===== src/rtl/smb_host_pkg.sv =====
package smb_host_pkg;

  // register offsets
  localparam int OFS_STS = 'h00;
  localparam int OFS_CTL = 'h02;
  localparam int OFS_CMD = 'h03;
  localparam int OFS_ADR = 'h04;
  localparam int OFS_DLO = 'h05;
  localparam int OFS_DHI = 'h06;
  localparam int OFS_BLK = 'h07;
  localparam int OFS_AUX = 'h0D;

  // status bit positions
  localparam int ST_BUSY    = 0;
  localparam int ST_DONE    = 1;
  localparam int ST_DEVERR  = 2;
  localparam int ST_BUSERR  = 3;
  localparam int ST_FAILED  = 4;
  localparam int ST_ALERT   = 5;
  localparam int ST_INUSE   = 6;
  localparam int ST_BYTEDN  = 7;

  // control bit positions
  localparam int CT_IEN  = 0;
  localparam int CT_KILL = 1;
  localparam int CT_PLO  = 2;
  localparam int CT_GO   = 6;

  localparam int CTL_KEEP_W = 5;
  localparam int AUX_W      = 2;
  localparam int TADDR_W    = 7;

  typedef enum logic [2:0] {
    PR_QUICK   = 3'd0,
    PR_BYTE    = 3'd1,
    PR_BDATA   = 3'd2,
    PR_WORD    = 3'd3,
    PR_CALL    = 3'd4,
    PR_BLOCK   = 3'd5,
    PR_I2CRD   = 3'd6,
    PR_RSVD    = 3'd7
  } proto_e;

  typedef enum logic [1:0] {
    EN_IDLE = 2'd0,
    EN_REQ  = 2'd1,
    EN_WAIT = 2'd2
  } eng_state_e;

  typedef struct packed {
    proto_e              proto;
    logic [TADDR_W-1:0]  taddr;
    logic                rd;
    logic [7:0]          cmd;
    logic [15:0]         data;
  } smb_req_t;

  // which data registers a successful response loads: {high, low}
  function automatic logic [1:0] rsp_lanes(input proto_e p, input logic rd);
    logic [1:0] l;
    l = 2'b00;
    if (rd) begin
      unique case (p)
        PR_BYTE, PR_BDATA, PR_BLOCK, PR_I2CRD: l = 2'b01;
        PR_WORD:                               l = 2'b11;
        default:                               l = 2'b00;
      endcase
    end
    return l;
  endfunction

endpackage


===== src/rtl/smb_proto_check.sv =====
module smb_proto_check
  import smb_host_pkg::*;
(
  input  proto_e proto,
  input  logic   rd,
  output logic   legal
);
  always_comb begin
    unique case (proto)
      PR_QUICK, PR_BYTE, PR_BDATA, PR_WORD, PR_BLOCK: legal = 1'b1;
      PR_I2CRD:                                       legal = rd;
      default:                                        legal = 1'b0;
    endcase
  end
endmodule


===== src/rtl/smb_txn_engine.sv =====
module smb_txn_engine
  import smb_host_pkg::*;
(
  input  logic       clk,
  input  logic       rst_n,
  input  logic       go_i,
  input  smb_req_t   req_i,
  input  logic       kill_i,
  output logic       idle_o,
  output logic       req_valid_o,
  input  logic       req_ready_i,
  output smb_req_t   req_o,
  input  logic       rsp_valid_i,
  output logic       rsp_ready_o,
  input  logic       rsp_err_i,
  output logic       done_ok_o,
  output logic       done_err_o,
  output logic [1:0] lanes_o
);
  eng_state_e state_q;
  smb_req_t   req_q;
  logic       drop_q;
  logic       accept;

  assign idle_o      = (state_q == EN_IDLE);
  assign req_valid_o = (state_q == EN_REQ);
  assign rsp_ready_o = (state_q == EN_WAIT);
  assign req_o       = req_q;
  assign accept      = rsp_ready_o && rsp_valid_i;
  assign done_ok_o   = accept && !drop_q && !kill_i && !rsp_err_i;
  assign done_err_o  = accept && !drop_q && !kill_i && rsp_err_i;
  assign lanes_o     = rsp_lanes(req_q.proto, req_q.rd);

  always_ff @(posedge clk or negedge rst_n) begin
    if (!rst_n) begin
      state_q <= EN_IDLE;
      req_q   <= '0;
      drop_q  <= 1'b0;
    end else begin
      unique case (state_q)
        EN_IDLE: if (go_i) begin
          req_q   <= req_i;
          state_q <= EN_REQ;
        end
        EN_REQ:  if (req_ready_i) state_q <= EN_WAIT;
        EN_WAIT: if (rsp_valid_i) state_q <= EN_IDLE;
        default: state_q <= EN_IDLE;
      endcase
      if (accept)                        drop_q <= 1'b0;
      else if (kill_i && !idle_o)        drop_q <= 1'b1;
    end
  end

  AST_REQ_HOLD: assert property (@(posedge clk) disable iff (!rst_n)
    req_valid_o && !req_ready_i |=> req_valid_o && $stable(req_o));

  AST_GO_WHEN_IDLE: assert property (@(posedge clk) disable iff (!rst_n)
    go_i |-> idle_o);

endmodule


===== src/rtl/smb_host_regs.sv =====
module smb_host_regs
  import smb_host_pkg::*;
#(
  parameter int AW = 4
) (
  input  logic          clk,
  input  logic          rst_n,
  input  logic          reg_wr,
  input  logic          reg_rd,
  input  logic [AW-1:0] reg_addr,
  input  logic [7:0]    reg_wdata,
  output logic [7:0]    reg_rdata,
  output logic          be_req_valid,
  input  logic          be_req_ready,
  output logic [2:0]    be_req_proto,
  output logic [6:0]    be_req_taddr,
  output logic          be_req_read,
  output logic [7:0]    be_req_cmd,
  output logic [15:0]   be_req_data,
  input  logic          be_rsp_valid,
  output logic          be_rsp_ready,
  input  logic          be_rsp_err,
  input  logic [15:0]   be_rsp_data,
  output logic          irq
);
  localparam logic [AW-1:0] A_STS = AW'(OFS_STS);
  localparam logic [AW-1:0] A_CTL = AW'(OFS_CTL);
  localparam logic [AW-1:0] A_CMD = AW'(OFS_CMD);
  localparam logic [AW-1:0] A_ADR = AW'(OFS_ADR);
  localparam logic [AW-1:0] A_DLO = AW'(OFS_DLO);
  localparam logic [AW-1:0] A_DHI = AW'(OFS_DHI);
  localparam logic [AW-1:0] A_BLK = AW'(OFS_BLK);
  localparam logic [AW-1:0] A_AUX = AW'(OFS_AUX);

  logic [7:0]            stat_q, stat_n;
  logic [CTL_KEEP_W-1:0] ctrl_q;
  logic [7:0]            cmd_q, adr_q, dlo_q, dhi_q, blk_q;
  logic [AUX_W-1:0]      aux_q;
  logic                  pend_q, pend_n;

  logic       sts_wr, ctl_wr, kill_wr, start_wr, sts_rd, defer_go;
  logic       launch, legal, bad_launch, go;
  proto_e     launch_proto;
  smb_req_t   launch_req, cur_req;
  logic       eng_idle, eng_ok, eng_err;
  logic [1:0] lanes;

  // ---------------- access decode ----------------
  assign sts_wr   = reg_wr && (reg_addr == A_STS);
  assign ctl_wr   = reg_wr && (reg_addr == A_CTL);
  assign sts_rd   = reg_rd && (reg_addr == A_STS);
  assign kill_wr  = ctl_wr && reg_wdata[CT_KILL];
  assign start_wr = ctl_wr && reg_wdata[CT_GO] && !reg_wdata[CT_KILL] && eng_idle;
  assign defer_go = sts_rd && pend_q && eng_idle;
  assign launch   = (start_wr && reg_wdata[CT_IEN]) || defer_go;

  assign launch_proto = start_wr ? proto_e'(reg_wdata[CT_PLO+:3])
                                 : proto_e'(ctrl_q[CT_PLO+:3]);

  always_comb begin
    launch_req.proto = launch_proto;
    launch_req.taddr = adr_q[7:1];
    launch_req.rd    = adr_q[0];
    launch_req.cmd   = cmd_q;
    launch_req.data  = {dhi_q, dlo_q};
  end

  smb_proto_check u_check (
    .proto (launch_proto),
    .rd    (adr_q[0]),
    .legal (legal)
  );

  assign bad_launch = launch && (!legal || stat_q[ST_DEVERR]);
  assign go         = launch && legal && !stat_q[ST_DEVERR];

  smb_txn_engine u_eng (
    .clk         (clk),
    .rst_n       (rst_n),
    .go_i        (go),
    .req_i       (launch_req),
    .kill_i      (kill_wr),
    .idle_o      (eng_idle),
    .req_valid_o (be_req_valid),
    .req_ready_i (be_req_ready),
    .req_o       (cur_req),
    .rsp_valid_i (be_rsp_valid),
    .rsp_ready_o (be_rsp_ready),
    .rsp_err_i   (be_rsp_err),
    .done_ok_o   (eng_ok),
    .done_err_o  (eng_err),
    .lanes_o     (lanes)
  );

  assign be_req_proto = cur_req.proto;
  assign be_req_taddr = cur_req.taddr;
  assign be_req_read  = cur_req.rd;
  assign be_req_cmd   = cur_req.cmd;
  assign be_req_data  = cur_req.data;

  // ---------------- status and pending start ----------------
  always_comb begin
    stat_n = stat_q;
    if (sts_wr) stat_n = stat_n & ~(reg_wdata & 8'hFE);
    if (start_wr) stat_n[ST_BUSY] = 1'b1;
    if (eng_ok) begin
      stat_n[ST_DONE] = 1'b1;
      stat_n[ST_BUSY] = 1'b0;
    end
    if (eng_err || bad_launch) begin
      stat_n[ST_DEVERR] = 1'b1;
      stat_n[ST_BUSY]   = 1'b0;
    end
    if (kill_wr) begin
      stat_n[ST_FAILED] = 1'b1;
      stat_n[ST_BUSY]   = 1'b0;
    end
  end

  always_comb begin
    pend_n = pend_q;
    if (start_wr) pend_n = !reg_wdata[CT_IEN];
    if (defer_go) pend_n = 1'b0;
    if (kill_wr)  pend_n = 1'b0;
  end

  always_ff @(posedge clk or negedge rst_n) begin
    if (!rst_n) begin
      stat_q <= '0;
      pend_q <= 1'b0;
    end else begin
      stat_q <= stat_n;
      pend_q <= pend_n;
    end
  end

  // ---------------- configuration and data registers ----------------
  always_ff @(posedge clk or negedge rst_n) begin
    if (!rst_n) begin
      ctrl_q <= '0;
      cmd_q  <= '0;
      adr_q  <= '0;
      dlo_q  <= '0;
      dhi_q  <= '0;
      blk_q  <= '0;
      aux_q  <= '0;
    end else begin
      if (reg_wr) begin
        unique case (reg_addr)
          A_CTL:   ctrl_q <= reg_wdata[CTL_KEEP_W-1:0];
          A_CMD:   cmd_q  <= reg_wdata;
          A_ADR:   adr_q  <= reg_wdata;
          A_DLO:   dlo_q  <= reg_wdata;
          A_DHI:   dhi_q  <= reg_wdata;
          A_BLK:   blk_q  <= reg_wdata;
          A_AUX:   aux_q  <= reg_wdata[AUX_W-1:0];
          default: ;
        endcase
      end
      if (eng_ok && lanes[0]) dlo_q <= be_rsp_data[7:0];
      if (eng_ok && lanes[1]) dhi_q <= be_rsp_data[15:8];
    end
  end

  // ---------------- read mux and interrupt ----------------
  always_comb begin
    unique case (reg_addr)
      A_STS:   reg_rdata = stat_q;
      A_CTL:   reg_rdata = {{(8-CTL_KEEP_W){1'b0}}, ctrl_q};
      A_CMD:   reg_rdata = cmd_q;
      A_ADR:   reg_rdata = adr_q;
      A_DLO:   reg_rdata = dlo_q;
      A_DHI:   reg_rdata = dhi_q;
      A_BLK:   reg_rdata = blk_q;
      A_AUX:   reg_rdata = {{(8-AUX_W){1'b0}}, aux_q};
      default: reg_rdata = 8'h00;
    endcase
  end

  assign irq = ctrl_q[CT_IEN] && (|stat_q[7:1]);

  // ---------------- assertions ----------------
  AST_BUSY_SURVIVES_W1C: assert property (@(posedge clk) disable iff (!rst_n)
    sts_wr && stat_q[ST_BUSY] && !eng_ok && !eng_err && !bad_launch
    |=> stat_q[ST_BUSY]);

  AST_DEFER_NO_REQ: assert property (@(posedge clk) disable iff (!rst_n)
    start_wr && !reg_wdata[CT_IEN] |=> stat_q[ST_BUSY] && !be_req_valid);

  AST_DONE_CLEARS_BUSY: assert property (@(posedge clk) disable iff (!rst_n)
    eng_ok |=> stat_q[ST_DONE] && !stat_q[ST_BUSY]);

  AST_DEVERR_BLOCKS: assert property (@(posedge clk) disable iff (!rst_n)
    launch && stat_q[ST_DEVERR] |=> !be_req_valid && stat_q[ST_DEVERR]);

  AST_KILL_FAILS: assert property (@(posedge clk) disable iff (!rst_n)
    kill_wr |=> stat_q[ST_FAILED] && !stat_q[ST_BUSY]);

endmodule


===== config.mk =====
export PLATFORM = sky130hd
export DESIGN_NAME = smb_host_regs
export DESIGN_NICKNAME = d
export VERILOG_FILES = /design/src/rtl/smb_host_pkg.sv /design/src/rtl/smb_proto_check.sv /design/src/rtl/smb_txn_engine.sv /design/src/rtl/smb_host_regs.sv
export SDC_FILE = /design/constraint.sdc
export NUM_CORES = 1
export LEC_CHECK = 0
export ABC_AREA = 1
export BUFFER_PORTS_ARGS = -buffer_cell sky130_fd_sc_hd__buf_4
export CORE_ASPECT_RATIO = 1.25
export CORE_UTILIZATION = 50
export CTS_CLUSTER_SIZE = 30
export DETAILED_ROUTE_END_ITERATION = 8
export PLACE_DENSITY = 0.75
export RECOVER_POWER = 50
export SLEW_MARGIN = 20
export SYNTH_ARGS = -nofsm -noshare
export SYNTH_HDL_FRONTEND = slang
export SYNTH_SLANG_ARGS = --single-unit

===== constraint.sdc =====
create_clock -name clk -period 1.9 [get_ports clk]
set_input_delay 0.475 -clock clk [delete_from_list [all_inputs] [get_ports clk]]
set_output_delay 0.475 -clock clk [all_outputs]
set_load 0.005 [all_outputs]

# Yosys cells after proc, flatten, opt, wreduce, memory -nomap -nowiden
# Cells that the tools add are included.
dict set report totals {
  inputBits 35
  out_inout_bits 46
  word_cells 129
  regBits 94
}
dict set report op_classes {
  bitwise_logic 2
  n_mux 27
  reduce_logical 58
  n_eq_ne 22
}
# cell n
set ops {}
lappend ops {{8-bit one-hot mux with 8 select lines} 1}
lappend ops {{8-bit 2-to-1 mux} 6}
lappend ops {{1-bit logical AND} 22}
lappend ops {{4-bit by 3-bit == test with 1-bit output (second input constant)} 4}
lappend ops {{2-bit AND reduction} 8}
lappend ops {{2-bit nonzero test} 8}
lappend ops {{3-bit by 2-bit == test with 1-bit output (second input constant)} 4}
lappend ops {{3-bit == test (second input constant)} 4}
lappend ops {{1-bit 2-to-1 mux} 10}
lappend ops {{2-bit 2-to-1 mux} 5}
lappend ops {{8-bit bitwise AND} 1}
lappend ops {{4-bit by 2-bit == test with 1-bit output (second input constant)} 2}
lappend ops {{1-bit zero test} 8}
lappend ops {{8-bit inverter} 1}
lappend ops {{7-bit OR reduction} 1}
lappend ops {{3-bit by 1-bit == test with 1-bit output (second input constant)} 2}
lappend ops {{2-bit one-hot mux with 3 select lines} 1}
lappend ops {{5-bit 2-to-1 mux} 1}
lappend ops {{5-bit nonzero test} 1}
lappend ops {{5-bit OR reduction} 1}
lappend ops {{4-bit == test (second input constant)} 1}
lappend ops {{4-bit zero test} 1}
lappend ops {{2-bit inequality test (second input constant)} 2}
lappend ops {{2-bit one-hot mux with 2 select lines} 1}
lappend ops {{11 further kinds} 13}

# Logic depth before layout (Yosys ltp)
dict set report logic_depth {
  word_depth 15
  mapped_depth 12
  mapped_depth_nobuf 12
}

# By module
# From an unflattened synthesis, not the netlist that was laid out.
dict set report unflattened {
  hier_cells 535
  hier_area_um2 4461.8
}
# module instances cells_per_inst area_per_inst_um2
set by_module_without_submodules {}
lappend by_module_without_submodules {smb_host_regs 1 350 2857.7}
lappend by_module_without_submodules {smb_txn_engine 1 180 1582.8}
lappend by_module_without_submodules {smb_proto_check 1 5 21.3}

# Least setup slack after synthesis
# No wires, ideal clock.
dict set report synth_timing {
  kind {input -> output}
  start {input port reg_addr[2]}
  end {output port reg_rdata[6]}
  arrival_time_ns 1.400
  path_stages 7
  required_time_ns 1.425
  path_slack_ns 0.025
  path_cell_list {inv_1 nor2_1 inv_1 nor2_1 clkbuf_1 a221oi_1 o221ai_1}
}
dict set report synth_between {
  elab_chain_cells 2
  word_cells_on_any_way 9
  classes_between {eq/ne (7); mux (1); reduce/logical (1)}
}
# element line
set synth_rtl {}
lappend synth_rtl {{start, declared} smb_host_regs.sv:10} ;# input logic [AW-1:0] reg_addr,
lappend synth_rtl {{4-bit == test (tied with other cells)} smb_host_regs.sv:167} ;# unique case (reg_addr)
lappend synth_rtl {{8-bit one-hot mux with 8 select lines *} smb_host_regs.sv:167}
lappend synth_rtl {{end, declared} smb_host_regs.sv:12} ;# output logic [7:0] reg_rdata,
# Every way passes the cells marked *; elsewhere a longest branch is shown, timed or not.

# Worst setup path after layout
dict set report layout_timing {
  start {input port reg_addr[1]}
  end {output port reg_rdata[2]}
}
# The elaborated chain is that of the path after synthesis.

==> results.toml <==
[synthesis]
synth_most_common_cell = "dfrtp_1"
synth_common_cells = "dfrtp_1 (94), nand2_1 (91), inv_1 (63), nand2_2 (39), o21ai_0 (38)"
ys_ff_latch = 94
synth-edff-count = 0
synth-async-reset-ratio = 1.000
syn_avg_cell_area_um2 = 9.207
ys_types = 36
synth_flop_cell = "dfrtp_1"
syn-num-nets = 532
synth_area_um2 = 4576
synth.area.top_cells = "dfrtp_1 (51%), nand2_1 (7.5%), o21ai_2 (7.1%), nand2_2 (5.3%), inv_1 (5.2%)"
syn_inst = 497
seq_area_frac_synth = 0.5141
ys_warn_count = 0
synth_area_leader_cell = "dfrtp_1"
netlist.area_leader.share = 0.5141

[floorplan]
top_level_ports = 81
die_h_um = 109.0
core_area_um2 = 8796
initial_core_util = 0.5202
die_w_um = 87.56
num_rows = 38
design.die.area_um2 = 9540

[setup_path]
cp.required_ns = 1.42
cp_slowest_stage_delay_ns = 0.30
worstPathArrival_ns = 1.63
critPathMostFrequentCell = "buf_4"
critPathCaptureType = "output port"
cp-start-kind = "input pin"
crit_fanout = 5
cp_slowest_cell = "a221oi_4"
path_class = "in -> out"
rrSetupSlack_ns = -0.09
cp_cell_sequence = "buf_4 > inv_2 > nor2_4 > nand2_1 > inv_4 > a221oi_4 > o2111ai_2 > buf_4"

[layout]
area_growth_pct = 43.51
layout.cells.non_filler = 766
final_util = 0.7465
fill_cells = 598
multiInputGateArea_um2 = 2280
ff_latch_area_um2 = 2352
fin_nets = 676
drive_above_1_share = 0.4861
num_antenna_cells = 0

[clocking]
cts_tree = "done"
cts-buffers-inserted = 9
clkSlewWorstSetupHoldPaths_ns = 0.09
cts_sinks = 94
cts_root_buf = "clkbuf_8"
h-tree-depth = 3
cts_max_path_buffers = 2
clock_latency_ns = 0.38

[grt]
grt_max_degree = 49
globalRouteOverflowTotal = 0
grt_use_total = 0.3029
antenna_found_initial = 0
grt_pass1_vias = 4217
grt_pass1_wl_um = 21130

[place]
dp.final_hpwl_um = 9567
dp_cells = 732
gp_congestion = 0.9815
port_buffers = 80
dp_slack_ns = -0.3665

[run_status]
failed_checks = "capacitance limit, slew limit, setup timing"
outcome = "complete, but fails checks"

[sta]
finalHoldViolCount = 0
setup-violations-final = 45
tightestPinTransition_ns = 1.680
skew_ns = 0.009636
setup_slack_ns = -0.2047
maxClockFrequency_mhz = 475.1
slew_violations = 30
worst_hold_slack_ns = 0.2679
period_minus_slack_ns = 2.105
rsz0062_at_grt = "true"
fin_crit_sh = 1.108
slew_headroom = -0.1198

[drt]
detail-route-antenna-nets = 0
drc = 0
drt_iter0_drc = 319
vias_per_cell = 5.702
wire_per_inst_um = 18.91
via_count = 4368
dr.pass1.iters = 5
routed_wl_um = 14490

[pwr]
power_density_nw_per_um2 = 842.9
leakage_nw = 3.164
ir_drop_v = 0.0004372

[worst_hold_path]
hp-class = "in -> reg"

[run]
max_cap_violations = 1
layout by cell type (no fill, tap or decap), types with 3 or more instances in the layout:
master / instances
buf_4: 121
dfrtp_1: 94
nand2_1: 80
inv_1: 43
o21ai_0: 37
nand2_2: 36
nand3_1: 36
o21ai_2: 36
inv_2: 19
nor2_1: 15
nand2_4: 14
buf_6: 13
clkbuf_8: 10
nand4_1: 9
nor2_4: 7
o22ai_2: 6
a21oi_1: 5
a221oi_4: 5
nand3_4: 5
o2111ai_2: 4
buf_12: 4
clkbuf_1: 3
buf_8: 3
flip-flops by register name, summed over array words and instances, names as in the netlist:
| name | flops |
|---|---|
| adr_q | 8 |
| aux_q | 2 |
| blk_q | 8 |
| cmd_q | 8 |
| ctrl_q | 5 |
| dhi_q | 8 |
| dlo_q | 8 |
| pend_q | 1 |
| stat_q | 8 |
| u_eng.drop_q | 1 |
| u_eng.req_o | 35 |
| u_eng.state_q | 2 |
through the flow:
step / power, mW / setup TNS (ns) / area [um^2]
6_report: 5.535 / -4.799 / 6566
3_3_place_gp: 3.685 / -11.50 / 5633
4_1_cts: 5.362 / -3.639 / 6312
2_1_floorplan: 3.149 / 0 / 4576
5_1_grt: 5.751 / -10.67 / 6566
3_5_place_dp: 3.735 / -13.53 / 5633
logic make-up after synthesis:
logic type,after synthesis,share of synthesized area
compound gates,113,0.1761
simple gates,208,0.2300
buf+inv,82,0.07985
flops,94,0.5141
timing repair:
item                                   CTS  global route
setup endpoints to repair               39            47
hold buffers                             0             0
endpoints found under the hold margin    0             0
gates cloned                             5             1
buffers inserted                         7             5
gates resized for setup                 73            45
pin swaps                               18            12
final cells by class:
cell class | instances | area share
flip-flops and latches | 94 | 0.3582
multi-input cells | 323 | 0.3472
repair buffers | 148 | 0.1991
inverters | 65 | 0.03868
well taps | 120 | 0.02287
clock buffers | 11 | 0.02153
clock inverters | 5 | 0.01239
per-layer routing:
metal / wire length [um] / GRT usage / vias to the layer above
li1: - / - / 1950
met1: 5533 / 0.3653 / 2098
met2: 7093 / 0.5078 / 237
met3: 832 / 0.04088 / 83
met4: 1027 / 0.1944 / 0
met5: 0 / 0 / -
worst max-delay path, delay by kind of cell:
family | cells | cell delay, ns
AOI/OAI and AO/OA | 2 | 0.49
buffers and inverters | 4 | 0.47
and+or+nand+nor | 2 | 0.17
power breakdown:
| part | internal [mW] | total (mW) | switching [mW] | leakage, nW |
|---|---|---|---|---|
| logic | 0.631 | 1.39 | 0.762 | 1.82 |
| clock network | 0.780 | 1.49 | 0.714 | 0.110 |
| registers | 2.34 | 2.65 | 0.311 | 1.23 |
| total | 3.75 | 5.53 | 1.79 | 3.16 |
final timing paths:
kind / from / endpoint / cells after the start
worst max-delay path: reg_addr[1] / reg_rdata[2] / 8
worst min-delay path: be_req_ready / u_eng.state_q[0] / 2
worst max register to register: u_eng.state_q[1] / u_eng.req_o[5] / 11
worst min register to register: u_eng.req_o[25] / u_eng.req_o[25] / 2
max in group asynchronous: rst_n / u_eng.req_o[12] / 2
min in group asynchronous: rst_n / u_eng.req_o[26] / 1
Note: power is estimated with default switching activity, not from simulation.
